[src/rtl/synth_prog_port.sv]
module synth_prog_port #(
  parameter int FRAME_W = 21,
  parameter int CTRL_W  = 2,
  parameter int SYNC_N  = 2
) (
  input  logic                      clk,
  input  logic                      rst_n,
  input  logic                      ser_clk,
  input  logic                      ser_dat,
  input  logic                      ser_le,
  output logic [FRAME_W-CTRL_W-1:0] ref_word,
  output logic [FRAME_W-CTRL_W-1:0] main_word,
  output logic [FRAME_W-CTRL_W-1:0] func_word,
  output logic [FRAME_W-CTRL_W-1:0] init_word,
  output logic                      upd_pulse,
  output logic [CTRL_W-1:0]         upd_sel
);
  localparam int PAY_W  = FRAME_W - CTRL_W;
  localparam int NWORDS = 1 << CTRL_W;

  logic [SYNC_N-1:0]  sck_sy, dat_sy, le_sy;
  logic               sck_q, le_q;
  logic [FRAME_W-1:0] shreg;
  logic [PAY_W-1:0]   hold [NWORDS];

  wire sck_s  = sck_sy[SYNC_N-1];
  wire le_s   = le_sy[SYNC_N-1];
  wire bit_in = dat_sy[SYNC_N-1];
  wire sck_rise = sck_s & ~sck_q;
  wire le_rise  = le_s & ~le_q;
  wire [CTRL_W-1:0] dest = shreg[CTRL_W-1:0];

  always_ff @(posedge clk or negedge rst_n) begin
    if (!rst_n) begin
      sck_sy <= '0;
      dat_sy <= '0;
      le_sy  <= '0;
      sck_q  <= 1'b0;
      le_q   <= 1'b0;
    end else begin
      sck_sy <= {sck_sy[SYNC_N-2:0], ser_clk};
      dat_sy <= {dat_sy[SYNC_N-2:0], ser_dat};
      le_sy  <= {le_sy[SYNC_N-2:0], ser_le};
      sck_q  <= sck_s;
      le_q   <= le_s;
    end
  end

  always_ff @(posedge clk or negedge rst_n) begin
    if (!rst_n) shreg <= '0;
    else if (sck_rise) shreg <= {shreg[FRAME_W-2:0], bit_in};
  end

  always_ff @(posedge clk or negedge rst_n) begin
    if (!rst_n) begin
      for (int i = 0; i < NWORDS; i++) hold[i] <= '0;
      upd_pulse <= 1'b0;
      upd_sel   <= '0;
    end else begin
      upd_pulse <= le_rise;
      if (le_rise) begin
        upd_sel <= dest;
        for (int i = 0; i < NWORDS; i++)
          if (dest == i[CTRL_W-1:0]) hold[i] <= shreg[FRAME_W-1:CTRL_W];
      end
    end
  end

  assign ref_word  = hold[0];
  assign main_word = hold[1];
  assign func_word = hold[2];
  assign init_word = hold[3 % NWORDS];

  assert_pulse_single_R6: assert property (@(posedge clk) disable iff (!rst_n)
    upd_pulse |=> !upd_pulse);
  assert_pulse_cause_R9: assert property (@(posedge clk) disable iff (!rst_n)
    upd_pulse |-> $past(le_s) && !$past(le_q));
  assert_ref_only_R5: assert property (@(posedge clk) disable iff (!rst_n)
    !$stable(ref_word) |-> upd_pulse && upd_sel == 2'd0);
  assert_main_only_R4: assert property (@(posedge clk) disable iff (!rst_n)
    !$stable(main_word) |-> upd_pulse && upd_sel == 2'd1);
  assert_func_only_R5: assert property (@(posedge clk) disable iff (!rst_n)
    !$stable(func_word) |-> upd_pulse && upd_sel == 2'd2);
  assert_init_only_R5: assert property (@(posedge clk) disable iff (!rst_n)
    !$stable(init_word) |-> upd_pulse && upd_sel == 2'd3);
  assert_frame_idle_R2: assert property (@(posedge clk) disable iff (!rst_n)
    !(sck_s && !sck_q) |=> $stable(shreg));
  assert_reset_clear_R1: assert property (@(posedge clk)
    !rst_n |-> ref_word == '0 && main_word == '0 && func_word == '0 && init_word == '0 && !upd_pulse);
endmodule

[config.mk]
export PLATFORM = sky130hd
export DESIGN_NAME = synth_prog_port
export DESIGN_NICKNAME = d
export VERILOG_FILES = /design/src/rtl/synth_prog_port.sv
export SDC_FILE = /design/constraint.sdc
export NUM_CORES = 1
export LEC_CHECK = 0
export CORE_MARGIN = 5
export CORE_UTILIZATION = 45
export DETAILED_ROUTE_END_ITERATION = 7
export MAX_ROUTING_LAYER = met4
export PLACE_DENSITY_LB_ADDON = 0.1
export SLEW_MARGIN = 20
export SYNTH_ARGS = -nofsm -noshare
export SYNTH_HDL_FRONTEND = slang
export SYNTH_SLANG_ARGS = --single-unit
[constraint.sdc]
create_clock -name clk -period 3.25 [get_ports clk]
set_clock_uncertainty 0.2 [all_clocks]
set_input_delay 0.4875 -clock clk [delete_from_list [all_inputs] [get_ports clk]]
set_output_delay 0.4875 -clock clk [all_outputs]
set_load 0.05 [all_outputs]
==> metrics.cfg <==
[place]
place_congestion = 0.725
placed_cells = 411
numPortBuffers = 83
dp_hpwl_mm = 5.28

[synth]
synth_top_area_share_pct = 65.8
synthArstFlopShare_pct = 100
syn_area_sq_mm = 0.00411
ys_seq_area_share_pct = 65.8
synth_common_cells = dfrtp_1, mux2_2, mux2_4, buf_2, buf_6
synth-seq-cells = 108
yosys_warnings = 0
synth_area_leaders = dfrtp_1, mux2_2, mux2_4
post-synth-top-count-cell = dfrtp_1
syn_nets = 229
ys.flop_type = dfrtp_1
syn_inst = 224
yosysTopAreaCell = dfrtp_1
synth-edff-count = 0
synth_cell_types = 14
synth_area_per_cell_sq_um = 18.3

[floorplanning]
fp.dieArea_sq_mm = 0.0111
die_x_um = 106
rows = 34
design.core.area_sq_mm = 0.00881
fp.dieH_um = 106
ios = 84
initial_utilization_pct = 46.6

[sta]
maxSlewViolCount = 0
hold_viol = 0
worst_slew_pin_slew_ns = 0.729
rsz0062_at_grt = no
fin_crit_sh_pct = 69.5
fin_crit_ns = 2.26
fin_setup_tns_ns = 0
finalSetupViolCount = 0
slew-limit-headroom_pct = 51.2
fmax_mhz = 443

[cells_and_area]
layout.nets = 320
diodes = 0
fill_cells = 694
drive_above_1_share_pct = 38.8
syn2layout_area_growth_pct = 28.4
fin_cells = 428

[clock_network]
clockBufferDepth = 2
h-tree-depth = 3
cts_hold_buf = 1
cts_tree = yes
insertion_delay_ns = 0.36
numCtsBuffers = 9
clk_pin_slew_ns = 0.09
post-cts-setup-buffers = 0
cts-root-buf = clkbuf_8
cts_sinks = 108
cts_resized = 0

[setup_path]
worstPathRequired_ns = 2.56
cp_slowest_cell = clkdlybuf4s50_1
crit_chain = clkdlybuf4s50_1
critPathArrivalTime_ns = 1.57
critPathKind = register to primary output
ff2ff_setup_slack_ns = 1.08
crit_fanout = 2
start_kind = register
critPathMaxStageDelay_ns = 0.83
path_buf_inv = 1
critPathCaptureType = primary output
crit_family = buffers and inverters

[routing]
dr.pass1.iters = 4
via_count = 2120
drt_iter0_drc = 57
ant_nets = 0
via_per_inst = 4.95
drc = 0
routedWlPerCell_um = 18.2
wirelength_mm = 7.79

[global_route]
grt_pass1_wl_mm = 12.8
grt_pass1_vias = 2272
grt_start_max_net_pins = 69
antenna_found_initial = 0
overflow = 0
grt_use_total_pct = 14.9

[power]
power_mw = 5.04
p_leak_nw = 2.43
power-per-cell-area_mw_per_mm2 = 955
max-vdd-ir-drop_mv = 0.542

[status]
status = complete, no violations

[worst_hold_path]
hold_class = register to register

[flow_run]
maxCapViolations = 0

sequential cells by signal, indices dropped and copies added, names as in the netlist:
signal and flops:
init_word 19, upd_pulse 1, ref_word 19, dat_sy 2, le_q 1, shreg 21, sck_q 1, upd_sel 2
sck_sy 2, le_sy 2, main_word 19, func_word 19
stage by stage:
| stage | area [sq um] | util (%) | setup slack (ns) | hold slack [ns] |
|---|---|---|---|---|
| 2_1_floorplan | 4110 | - | 1.60 | -0.00809 |
| 3_3_place_gp | 5030 | 57.1 | 1.09 | 0.134 |
| 3_5_place_dp | 5030 | 57.1 | 1.06 | 0.136 |
| 4_1_cts | 5270 | 59.9 | 0.971 | 0.168 |
| 5_1_grt | 5270 | 59.9 | 0.934 | 0.174 |
| 6_report | 5270 | 59.9 | 0.991 | 0.163 |
cell usage in the layout (no fill, tap or decap):
| cell type | n |
|---|---|
| clkinv_4 | 2 |
| dlygate4sd3_1 | 1 |
| nor4b_4 | 1 |
| inv_8 | 1 |
| bufinv_16 | 2 |
| nor2b_2 | 1 |
| clkdlybuf4s50_1 | 82 |
| clkbuf_8 | 10 |
| buf_12 | 1 |
| buf_4 | 6 |
| inv_1 | 1 |
| dfrtp_1 | 108 |
| mux2_2 | 69 |
| nand4b_1 | 1 |
| nand2b_1 | 1 |
| and4bb_1 | 2 |
| clkinvlp_4 | 1 |
| mux2_4 | 30 |
layout make-up:
cell class                 count  area (sq um)  share of cell area (%)
clock inverter                 6          96.3                    1.83
multi-input combinational    105          1300                    24.7
clock buffer                  10           138                    2.61
inverter                       1          3.75                  0.0712
timing repair buffer          90           896                    17.0
sequential                   108          2700                    51.3
tap                          108           135                    2.56
cells by family after synthesis:
logic type,share of synthesized area [%]
multiplexers,29.9
flip-flops,65.8
buffers and inverters,2.80
AND/OR/NAND/NOR,1.49
path summary, 6_finish.rpt:
| kind | start | endpoint | cells past startpoint |
|---|---|---|---|
| setup / recovery | main_word[8]$_DFFE_PN0P_ | main_word[8] | 1 |
| hold / removal | sck_sy[0]$_DFF_PN0_ | sck_sy[1]$_DFF_PN0_ | 0 |
| setup reg to reg | shreg[0]$_DFFE_PN0P_ | ref_word[8]$_DFFE_PN0P_ | 3 |
| hold reg to reg | sck_sy[0]$_DFF_PN0_ | sck_sy[1]$_DFF_PN0_ | 0 |
| max in group asynchronous | rst_n | shreg[3]$_DFFE_PN0P_ | 3 |
| min in group asynchronous | rst_n | main_word[14]$_DFFE_PN0P_ | 2 |
metal layers:
metal	vias up	GRT usage (%)	wire, um
met2	51	22.4	3660
met3	5	4.34	329
li1	969	-	-
met1	1095	20.5	3740
met5	-	-	0
met4	0	2.68	59
report_power, final:
group	internal, mW	switching [mW]
sequential	1.72	0.318
clock	0.463	0.446
combinational	0.812	1.28
No activity file was read; power rests on OpenSTA's default activity.
